## config.mk

```make
export PLATFORM = sky130hd
export DESIGN_NAME = stk_engine
export DESIGN_NICKNAME = d
export VERILOG_FILES = /design/src/rtl/stk_pkg.sv /design/src/rtl/stk_ptr_regs.sv /design/src/rtl/stk_seq.sv /design/src/rtl/stk_engine.sv
export SDC_FILE = /design/constraint.sdc
export NUM_CORES = 1
export LEC_CHECK = 0
export ABC_CLOCK_PERIOD_IN_PS = 6570
export BUFFER_PORTS_ARGS = -buffer_cell sky130_fd_sc_hd__buf_2
export CORE_AREA = 2 2 118 86
export DETAILED_ROUTE_END_ITERATION = 8
export DIE_AREA = 0 0 120 88
export PLACE_DENSITY = 0.79
export SETUP_SLACK_MARGIN = 0.1
export SYNTH_ARGS = -nofsm -noshare
export SYNTH_HDL_FRONTEND = slang
export SYNTH_SLANG_ARGS = --single-unit
```

## constraint.sdc

```tcl
create_clock -name clk -period 6.57 [get_ports clk]
set_clock_uncertainty 0.15 [all_clocks]
set_input_delay 1.971 -clock clk [delete_from_list [all_inputs] [get_ports clk]]
set_output_delay 1.971 -clock clk [all_outputs]
set_load 0.01 [all_outputs]
```

## src/rtl/stk_pkg.sv

```systemverilog
package stk_pkg;

    localparam int STK_AW = 16;
    localparam int STK_DW = 8;

    typedef enum logic [1:0] {
        OP_PUSH_B = 2'b00,
        OP_POP_B  = 2'b01,
        OP_PUSH_W = 2'b10,
        OP_POP_W  = 2'b11
    } stk_op_e;

    typedef enum logic [1:0] {
        ST_IDLE,
        ST_FIRST,
        ST_SECOND,
        ST_DONE
    } stk_state_e;

    function automatic logic op_is_pop(input stk_op_e op);
        return op[0];
    endfunction

    function automatic logic op_is_word(input stk_op_e op);
        return op[1];
    endfunction

endpackage

```

## src/rtl/stk_ptr_regs.sv

```systemverilog
module stk_ptr_regs #(
    parameter int AW      = 16,
    parameter int DW      = 8,
    parameter int RA_W    = 8,
    parameter int LO_ADDR = 'h5D
) (
    input  logic            clk,
    input  logic            rst,
    input  logic [RA_W-1:0] acc_addr,
    input  logic            acc_we,
    input  logic [DW-1:0]   acc_wdata,
    input  logic            acc_allow,
    input  logic            upd_en,
    input  logic [AW-1:0]   upd_val,
    output logic [AW-1:0]   sp,
    output logic [DW-1:0]   acc_rdata
);
    localparam int NH = AW / DW;

    for (genvar h = 0; h < NH; h++) begin : g_half
        logic          hit;
        logic [DW-1:0] q;

        assign hit = acc_we && acc_allow && (acc_addr == RA_W'(LO_ADDR + h));

        always_ff @(posedge clk) begin
            if (rst)         q <= '0;
            else if (upd_en) q <= upd_val[h*DW +: DW];
            else if (hit)    q <= acc_wdata;
        end

        assign sp[h*DW +: DW] = q;
    end

    always_comb begin
        acc_rdata = '0;
        for (int h = 0; h < NH; h++) begin
            if (acc_addr == RA_W'(LO_ADDR + h)) acc_rdata = sp[h*DW +: DW];
        end
    end

endmodule

```

## src/rtl/stk_seq.sv

```systemverilog
module stk_seq
    import stk_pkg::*;
#(
    parameter int AW = 16,
    parameter int DW = 8
) (
    input  logic            clk,
    input  logic            rst,
    input  logic            cmd_valid,
    input  logic [1:0]      cmd_op,
    input  logic [2*DW-1:0] cmd_wdata,
    input  logic [AW-1:0]   sp,
    output logic            upd_en,
    output logic [AW-1:0]   upd_val,
    output logic            busy,
    output logic            done,
    output logic [2*DW-1:0] pop_data,
    output logic            mem_en,
    output logic            mem_we,
    output logic [AW-1:0]   mem_addr,
    output logic [DW-1:0]   mem_wdata,
    input  logic [DW-1:0]   mem_rdata
);
    localparam logic [AW-1:0] ONE = AW'(1);
    localparam logic [AW-1:0] TWO = AW'(2);

    stk_state_e      state_q, state_d;
    stk_op_e         op_q;
    logic [2*DW-1:0] wd_q;
    logic [DW-1:0]   lo_q;
    logic [2*DW-1:0] res_q;
    logic            done_q;
    logic            pop_w, word_w, accept;
    logic [AW-1:0]   step;

    assign pop_w  = op_is_pop(op_q);
    assign word_w = op_is_word(op_q);
    assign accept = (state_q == ST_IDLE) && cmd_valid;

    always_comb begin
        state_d = state_q;
        unique case (state_q)
            ST_IDLE:   if (accept) state_d = ST_FIRST;
            ST_FIRST:  state_d = word_w ? ST_SECOND : ST_DONE;
            ST_SECOND: state_d = ST_DONE;
            ST_DONE:   state_d = ST_IDLE;
            default:   state_d = ST_IDLE;
        endcase
    end

    always_comb begin
        mem_en = (state_q == ST_FIRST) || (state_q == ST_SECOND);
        mem_we = mem_en && !pop_w;
        if (pop_w) mem_addr = sp + ((state_q == ST_SECOND) ? TWO : ONE);
        else       mem_addr = (state_q == ST_SECOND) ? (sp - ONE) : sp;
        mem_wdata = ((state_q == ST_FIRST) && word_w) ? wd_q[2*DW-1:DW] : wd_q[DW-1:0];
        step    = word_w ? TWO : ONE;
        upd_val = pop_w ? (sp + step) : (sp - step);
        upd_en  = (state_q == ST_DONE);
    end

    always_ff @(posedge clk) begin
        if (rst) begin
            state_q <= ST_IDLE;
            op_q    <= OP_PUSH_B;
            wd_q    <= '0;
            lo_q    <= '0;
            res_q   <= '0;
            done_q  <= 1'b0;
        end else begin
            state_q <= state_d;
            done_q  <= (state_q == ST_DONE);
            if (accept) begin
                op_q <= stk_op_e'(cmd_op);
                wd_q <= cmd_wdata;
            end
            if (state_q == ST_SECOND && pop_w) lo_q <= mem_rdata;
            if (state_q == ST_DONE && pop_w) begin
                res_q <= word_w ? {mem_rdata, lo_q} : {{DW{1'b0}}, mem_rdata};
            end
        end
    end

    assign busy     = (state_q != ST_IDLE);
    assign done     = done_q;
    assign pop_data = res_q;

endmodule

```

## src/rtl/stk_engine.sv

```systemverilog
module stk_engine
    import stk_pkg::*;
#(
    parameter int AW      = STK_AW,
    parameter int DW      = STK_DW,
    parameter int RA_W    = 8,
    parameter int LO_ADDR = 'h5D
) (
    input  logic            clk,
    input  logic            rst,
    input  logic            cmd_valid,
    input  logic [1:0]      cmd_op,
    input  logic [2*DW-1:0] cmd_wdata,
    output logic            busy,
    output logic            done,
    output logic [2*DW-1:0] pop_data,
    output logic [AW-1:0]   sp_out,
    input  logic [RA_W-1:0] ptr_addr,
    input  logic            ptr_we,
    input  logic [DW-1:0]   ptr_wdata,
    output logic [DW-1:0]   ptr_rdata,
    output logic            mem_en,
    output logic            mem_we,
    output logic [AW-1:0]   mem_addr,
    output logic [DW-1:0]   mem_wdata,
    input  logic [DW-1:0]   mem_rdata
);
    logic          upd_en;
    logic [AW-1:0] upd_val;
    logic [AW-1:0] sp;

    stk_ptr_regs #(.AW(AW), .DW(DW), .RA_W(RA_W), .LO_ADDR(LO_ADDR)) u_ptr (
        .clk       (clk),
        .rst       (rst),
        .acc_addr  (ptr_addr),
        .acc_we    (ptr_we),
        .acc_wdata (ptr_wdata),
        .acc_allow (!busy),
        .upd_en    (upd_en),
        .upd_val   (upd_val),
        .sp        (sp),
        .acc_rdata (ptr_rdata)
    );

    stk_seq #(.AW(AW), .DW(DW)) u_seq (
        .clk       (clk),
        .rst       (rst),
        .cmd_valid (cmd_valid),
        .cmd_op    (cmd_op),
        .cmd_wdata (cmd_wdata),
        .sp        (sp),
        .upd_en    (upd_en),
        .upd_val   (upd_val),
        .busy      (busy),
        .done      (done),
        .pop_data  (pop_data),
        .mem_en    (mem_en),
        .mem_we    (mem_we),
        .mem_addr  (mem_addr),
        .mem_wdata (mem_wdata),
        .mem_rdata (mem_rdata)
    );

    assign sp_out = sp;

endmodule

```

Word-level counts from Yosys, hierarchy flattened
Cells that the tools add are included.

Flip-flop bits (word level): 61. Bits in latches: 0. RAM bits: 0. Memory bits (read-only): 0. Input port bits: 46. Output and inout port bits: 68. Word-level logic and storage cells: 49. Memories kept: 0.

Add/sub/neg operators: 4. Multipliers: 0. Div/mod/pow operators: 0. Order comparisons: 0. Eq/ne operators: 6. Shifts and indexed selects: 0. Multiplexer cells: 16. Bitwise operators: 0. Reduce and logical (&&, ||, !) cells: 15.

Operators by type and width (count): 2-to-1 mux 16 bit (4); 2-to-1 mux 8 bit (7); adder 16 bit (2); equality test 8 x 7 -> 1 bit (second input constant) (2); subtractor 16 x 1 -> 16 bit (second input constant) (1); subtractor 16 bit (1); logical AND 1 bit (8); one-hot mux 2 bit (4 select lines) (1); 2-to-1 mux 2 bit (3); nonzero test 2 bit (3); equality test 2 bit (second input constant) (2); equality test 2 x 1 -> 1 bit (second input constant) (1); zero test 1 bit (2); zero test 2 bit (1); != test 2 x 1 -> 1 bit (second input constant) (1); logical OR 1 bit (1); 2-to-1 mux 1 bit (1).

Logic depth before layout (Yosys ltp)
Gate-level depths: netlist of the first run.

Depth in word-level cells: 6. Gate-level depth with buffers: 11. Gate-level depth less buffers: 10.

Cells and area by module
From an unflattened synthesis of the first run, not the netlist that was laid out.

Cells, all modules: 523. Area total of the unflattened synthesis: 4115.2 µm².

Modules (own cells, without submodules): stk_seq (times used 1, cells each 417, area an instance 3199.3 µm², sequential area each 900.9 µm²); stk_ptr_regs (times used 1, cells each 105, area an instance 912.1 µm², sequential area each 320.3 µm²); stk_engine (times used 1, cells each 1, area an instance 3.8 µm², sequential area each 0.0 µm²).

Worst setup path before layout of the first run
Ideal clock, no wire load.

Path kind: input -> output. From: input port ptr_addr[7]. To: output port ptr_rdata[0]. Data arrival time: 2.781 ns. Required time: 4.449 ns. Path slack: 1.668 ns. Cell stages on the path: 4. Buffers on the path: 1. Cells stage by stage: nand4b_4 or2_2 clkbuf_1 nor2_1.

Cells in the longest elaborated chain, start to end: 3. Elaborated cells on any way between the ends: 4. Classes of those cells: eq/ne: 2; mux: 2.

Ends and longest elaborated chain: start: declaration (RTL line stk_engine.sv:18) `input logic [RA_W-1:0] ptr_addr,`; equality test 8 x 7 -> 1 bit (RTL line stk_ptr_regs.sv:38) `if (acc_addr == RA_W'(LO_ADDR + h)) acc_rdata = sp[h*DW +: DW];`; 2-to-1 mux 8 bit (RTL line stk_ptr_regs.sv:38); 2-to-1 mux 8 bit * (RTL line stk_ptr_regs.sv:38); end: declaration (RTL line stk_engine.sv:21) `output logic [DW-1:0] ptr_rdata,`.

Mark *: on every way between the ends. The rest lies on a longest branch, timed or not.

Worst setup path after layout of the first run
From: input port ptr_addr[0]. To: output port ptr_rdata[5].

Same word-level chain as after synthesis.

==> impl_metrics.py, run 1 <==
metrics = {
    "cts": {
        "cts_max_path_buffers": 2,
        "post_cts_buffers": 0,
        "htree_levels": 3,
        "clkSlewWorstSetupHoldPaths_ps": 50,
        "clock_latency_ps": 320,
        "cts_hold_buf": 0,
        "cts_num_sinks": 61,
        "cts_buffers": 9,
        "cts_tree": "built",
        "cts-root-buf": "clkbuf_16",
        "cts_resized": 0,
    },
    "yosys": {
        "synth_area_um2": 4120,
        "synthFlopType": "dfxtp_1",
        "async_flop_share_pct": 0,
        "synth_edf_count": 0,
        "syn_avg_cell_area_um2": 8.02,
        "synth-seq-cells": 61,
        "syn_nets": 585,
        "syn_inst": 514,
        "ys_seq_area_share_pct": 29.6,
        "yosys_warnings": 0,
        "synth_cell_types": 61,
    },
    "power_and_ir_drop": {
        "peakVddDrop_mv": 0.168,
        "p_total_mw": 1.94,
        "leakage_nw": 2.24,
        "power_density_nw_per_um2": 382,
    },
    "place": {
        "place_area_um2": 4750,
        "portBuffers": 113,
        "gp_congestion": 0.937,
        "place_ws_ps": 1420,
        "hpwl_mm": 9.18,
    },
    "global_routing": {
        "gr-total-overflow": 0,
        "grt_pass1_wl_mm": 19.3,
        "antenna_found_initial": 0,
        "grt_max_degree": 62,
        "grt_pass1_vias": 3859,
        "track_usage_pct": 22.8,
    },
    "layout": {
        "final_cell_mix": "113 x buf_2, 81 x nand2_1, 61 x dfxtp_1",
        "fin_nets": 680,
        "register_area_um2": 1220,
        "diodes": 0,
        "fin_area_um2": 5060,
        "final_util_pct": 53.7,
        "fillCellCount": 874,
        "final_common_cell": "buf_2",
        "multi_input_area_um2": 2710,
        "area_growth_syn_to_layout_pct": 22.8,
        "drive_gt1_share_pct": 25.7,
    },
    "timing": {
        "hold_viol_final": 0,
        "grt_setup_unrepaired": "no",
        "maxSlewHeadroom_pct": 37.3,
        "finalSetupViolations": 0,
        "fin_setup_tns_ps": 0,
        "fin_ws_ps": 1370,
        "worst_pin_slew_ps": 941,
        "period_share_pct": 79.1,
        "timing.final.crit_period_ps": 5200,
        "max_freq_mhz": 192,
        "slew_violations": 0,
    },
    "route": {
        "vias": 4238,
        "route.detailed.wl_per_inst_um": 16.6,
        "drt-initial-drc-count": 479,
        "via_per_inst": 5.71,
        "first_pass_iters": 5,
        "drt_wl_total_mm": 12.3,
        "drcViolationCount": 0,
        "detail-route-antenna-nets": 0,
    },
    "min_path": {
        "hold_path.class": "reg -> reg",
        "worst_hold_path.endpoint": "u_seq.wd_q[9]$_SDFFE_PP0P_",
        "worstHoldStart": "u_seq.wd_q[9]$_SDFFE_PP0P_",
        "hold_path_depth": 2,
    },
    "worst_setup_path": {
        "reg2reg_setup_slack_ps": 3370,
        "cp_max_fo": 8,
        "crit_required_ps": 4450,
        "arrival_ps": 3070,
        "start_kind": "input port",
        "r2r_cells": 8,
        "timing.rr.start": "u_seq.op_q[1]$_SDFFE_PP0P_",
        "reg2reg_to": "u_ptr.g_half[1].q[4]$_SDFFE_PP0P_",
        "critical_path.endpoint_type": "output port",
        "critPathKind": "in -> out",
    },
    "die": {
        "row_count": 30,
        "start_util_pct": 43.8,
        "die-height_um": 88,
        "die_w_um": 120,
        "dieArea_um2": 10600,
        "pin_count": 114,
        "core-area_um2": 9420,
    },
    "run_status": {
        "status": "complete, no violations",
    },
    "job": {
        "maxCapViolCount": 0,
    },
}
[per-layer routing]
metal	wire [um]	track usage, %	share of wire [%]	up-vias
li1	-	-	-	2053
met3	907	5.53	7.4	30
met4	257	7.70	2.1	0
met2	5650	36.1	46	174
met1	5510	30.8	45	1981
met5	0	0	0	-
[cell families (layout without fill, tap and decap cells)]
logic type                 after synthesis  in the layout  share of synthesized area, %
adders and majority gates               25             25                          7.95
AOI/OAI and AO/OA                      139            139                          22.5
DFF                                     61             61                          29.6
xor gates and xnor gates                21             21                          4.46
buffers and inverters                   48            148                          4.70
and+or+nand+nor                        189            189                          22.9
muxes                                   31             31                          7.86
[report_power, final]
part	internal (mW)	total, mW	leakage (nW)	switching, mW
logic	0.382	0.927	1.59	0.545
registers	0.420	0.509	0.495	0.0884
clock network	0.330	0.500	0.151	0.171
total	1.13	1.94	2.24	0.804
[layout make-up]
| type | instances | area share (%) |
|---|---|---|
| Multi-Input combinational cell | 405 | 53.6 |
| Clock buffer | 9 | 4.45 |
| Inverter | 15 | 1.11 |
| Timing Repair Buffer | 117 | 11.8 |
| Tap cell | 128 | 3.16 |
| Sequential cell | 61 | 24.1 |
| Clock inverter | 7 | 1.78 |
[worst max-delay path: stages]
cell,delay (ps)
buf_2,130
nor2b_1,460
a22oi_1,190
nor2_1,160
buf_2,150
[cell usage after synthesis, types with 10 or more instances]
| master | number | area share, % |
|---|---|---|
| inv_1 | 15 | 1.4 |
| o21ai_0 | 13 | 1.6 |
| a211oi_1 | 25 | 4.6 |
| dfxtp_1 | 61 | 30 |
| xor2_1 | 14 | 3.0 |
| a21oi_1 | 51 | 6.2 |
| nor2b_1 | 10 | 1.5 |
| nor2_1 | 30 | 2.7 |
| nand3_1 | 25 | 3.0 |
| clkbuf_1 | 23 | 2.1 |
| mux2i_1 | 20 | 4.9 |
| ha_1 | 23 | 7.0 |
| mux2_2 | 11 | 3.0 |
| nand2_1 | 81 | 7.4 |
[registers in the layout (all words and copies together), names as in the netlist]
signal / flops
u_ptr.g_half.q: 16
u_seq.op_q: 2
u_seq.pop_data: 16
u_seq.lo_q: 8
u_seq.done: 1
u_seq.state_q: 2
u_seq.wd_q: 16
[worst max-delay path by stage]
stage	from	end	slack (ps)	cells past startpoint
6_report	ptr_addr[0]	ptr_rdata[5]	1370	5
5_1_grt	u_seq.state_q[0]$_SDFFE_PP0P_	mem_addr[6]	1210	11
4_1_cts	ptr_addr[0]	ptr_rdata[5]	1420	5
3_5_place_dp	ptr_addr[0]	ptr_rdata[5]	1420	5
3_3_place_gp	ptr_addr[7]	ptr_rdata[7]	1560	5
2_1_floorplan	ptr_addr[7]	ptr_rdata[0]	1670	4
[per-stage QoR]
| step | instances | hold slack, ps |
|---|---|---|
| CTS | 742 | 304 |
| global placement | 726 | 289 |
| detailed placement | 726 | 297 |
| floorplan | 514 | 283 |
| global route | 742 | 311 |
| finish | 742 | 301 |
Note: power is estimated with default switching activity, not from simulation.
==> inputs of run 2 (changes only) <==
Settings changed: ABC_CLOCK_PERIOD_IN_PS 6570 to 4200, PLACE_DENSITY 0.79 to 0.82.
Clock period 6.57 ns to 4.2 ns, I/O delays scaled along.
==> impl_metrics.py, run 2 (synthesized netlist as in run 1, its figures left out) <==
metrics = {
    "timing": {
        "max_freq_mhz": 252,
        "fin_ws_ps": 225,
        "grt_setup_unrepaired": "no",
        "timing.final.crit_period_ps": 3980,
        "maxSlewHeadroom_pct": 50.1,
        "hold_viol_final": 0,
        "fin_setup_tns_ps": 0,
        "period_share_pct": 94.6,
        "worst_pin_slew_ps": 743,
        "slew_violations": 0,
        "timing.hold.ws_ps": 300,
        "finalSetupViolations": 0,
    },
    "route": {
        "drcViolationCount": 0,
        "route.detailed.wl_per_inst_um": 16.7,
        "drt_wl_total_mm": 12.6,
        "wl_met3_mm": 1.07,
        "m1WireLength_mm": 5.46,
        "first_pass_iters": 5,
        "detail-route-antenna-nets": 0,
        "wl_met2_mm": 5.82,
        "top_layer": "met4",
        "via_per_inst": 5.72,
        "vias": 4290,
        "drt-initial-drc-count": 464,
    },
    "global_routing": {
        "grt_pass1_wl_mm": 19.6,
        "gr-total-overflow": 0,
        "grt_pass1_vias": 4040,
        "track_usage_pct": 23.0,
        "grt_max_degree": 52,
        "antenna_found_initial": 0,
    },
    "layout": {
        "area_growth_syn_to_layout_pct": 24.9,
        "final_util_pct": 54.7,
        "layout.cells.non_filler": 750,
        "fin_area_um2": 5150,
        "fillCellCount": 859,
        "fin_nets": 688,
        "final_cell_mix": "113 x buf_2, 81 x nand2_1, 60 x dfxtp_1",
        "multi_input_area_um2": 2730,
        "diodes": 0,
        "register_area_um2": 1220,
        "drive_gt1_share_pct": 27.2,
        "final_common_cell": "buf_2",
    },
    "worst_setup_path": {
        "crit_path_max_incr_delay_ps": 420,
        "path_delay_family": "adder cells",
        "reg2reg_to": "u_ptr.g_half[1].q[1]$_SDFFE_PP0P_",
        "critical_path.endpoint_type": "output port",
        "r2r_cells": 9,
        "cp_max_fo": 5,
        "crit_required_ps": 2790,
        "timing.rr.start": "u_seq.op_q[0]$_SDFFE_PP0P_",
        "critPathKind": "reg -> out",
        "cp_num_buf_inv": 4,
        "crit_top_cell": "inv_1",
        "start_kind": "flop",
        "arrival_ps": 2570,
        "path_cells": "inv_1, ha_1, inv_1, ha_1, inv_1, fa_1, nor3b_2, nand4_1, o31ai_1, xor2_1, buf_2",
        "reg2reg_setup_slack_ps": 1230,
        "cp_slowest_cell": "fa_1",
    },
    "place": {
        "portBuffers": 113,
        "hpwl_mm": 9.19,
        "place_ws_ps": 435,
        "gp_congestion": 0.941,
        "place_area_um2": 4790,
        "post-place-cells": 732,
    },
    "cts": {
        "cts_num_sinks": 61,
        "clkSlewWorstSetupHoldPaths_ps": 50,
        "cts-root-buf": "clkbuf_16",
        "cts_hold_buf": 0,
        "cts_buffers": 9,
        "clock_latency_ps": 330,
        "htree_levels": 3,
        "cts_max_path_buffers": 2,
        "cts_tree": "built",
    },
    "die": {
        "row_count": 30,
        "start_util_pct": 43.8,
        "pin_count": 114,
        "die-height_um": 88,
        "die_w_um": 120,
        "core-area_um2": 9420,
        "dieArea_um2": 10600,
    },
    "min_path": {
        "hold_path.class": "reg -> reg",
        "hold_path_depth": 2,
        "worstHoldStart": "u_seq.wd_q[15]$_SDFFE_PP0P_",
        "worst_hold_path.endpoint": "u_seq.wd_q[15]$_SDFFE_PP0P_",
    },
    "power_and_ir_drop": {
        "p_total_mw": 3.12,
        "power_density_nw_per_um2": 605,
        "peakVddDrop_mv": 0.248,
        "leakage_nw": 2.28,
    },
    "job": {
        "maxCapViolCount": 0,
    },
    "run_status": {
        "status": "complete, no violations",
    },
}
==> run 2: changes by cell type in the layout (fill, tap and decap cells not counted) <==
cell,before,now
dfxtp_1,61,60
nor4b_4,0,1
nor3b_2,0,2
inv_6,0,2
dfxtp_2,0,1
buf_4,4,12
clkinv_2,3,1
nor3b_1,3,1
nor4b_2,1,0
==> run 2: final cells by class <==
cell class / count / area share, %
clock buffer: 9 / 4.37
clock inverter: 7 / 1.90
inverter: 15 / 1.09
multi-input combinational: 405 / 53.1
sequential: 61 / 23.7
tap: 128 / 3.11
timing repair buffer: 125 / 12.7
==> run 2: repair_timing <==
action | in CTS | in global routing
resized for setup | 2 | 2
buffers inserted | 0 | 2
endpoints found under the setup margin | 2 | 7
pin swaps | 0 | 2
==> run 2: per-layer routing <==
layer / vias to the layer above / GRT usage, %
met5: - / 0
li1: 2060 / -
met2: 210 / 38.0
met1: 1997 / 29.1
met3: 23 / 7.16
met4: 0 / 7.17
==> run 2: worst max-delay path by stage <==
stage                                        startpoint      endpoint  slack [ps]  cells after the start
after detailed placement  u_seq.state_q[0]$_SDFFE_PP0P_  mem_addr[15]         430                      9
after floorplan           u_seq.state_q[0]$_SDFFE_PP0P_   mem_addr[6]         460                     11
after global routing      u_seq.state_q[0]$_SDFFE_PP0P_   mem_addr[8]         120                     11
after CTS                 u_seq.state_q[0]$_SDFFE_PP0P_   mem_addr[9]         170                     10
after global placement    u_seq.state_q[0]$_SDFFE_PP0P_   mem_addr[6]         520                     11
final                     u_seq.state_q[0]$_SDFFE_PP0P_   mem_addr[6]         220                     11
==> run 2: worst reg2reg max path, delay by kind of cell, from the launching register on <==
| family | cells | cell delay (ps) |
|---|---|---|
| compound gates | 3 | 1050 |
| buf+inv | 3 | 580 |
| fa+ha+maj | 1 | 360 |
| flops | 1 | 350 |
| simple gates | 1 | 200 |
| mux | 1 | 160 |
==> run 2: where the power goes <==
| part | internal, mW | leakage [nW] | switching (mW) | total, mW |
|---|---|---|---|---|
| clock network | 0.522 | 0.152 | 0.284 | 0.806 |
| registers | 0.658 | 0.495 | 0.119 | 0.777 |
| logic | 0.624 | 1.63 | 0.911 | 1.53 |
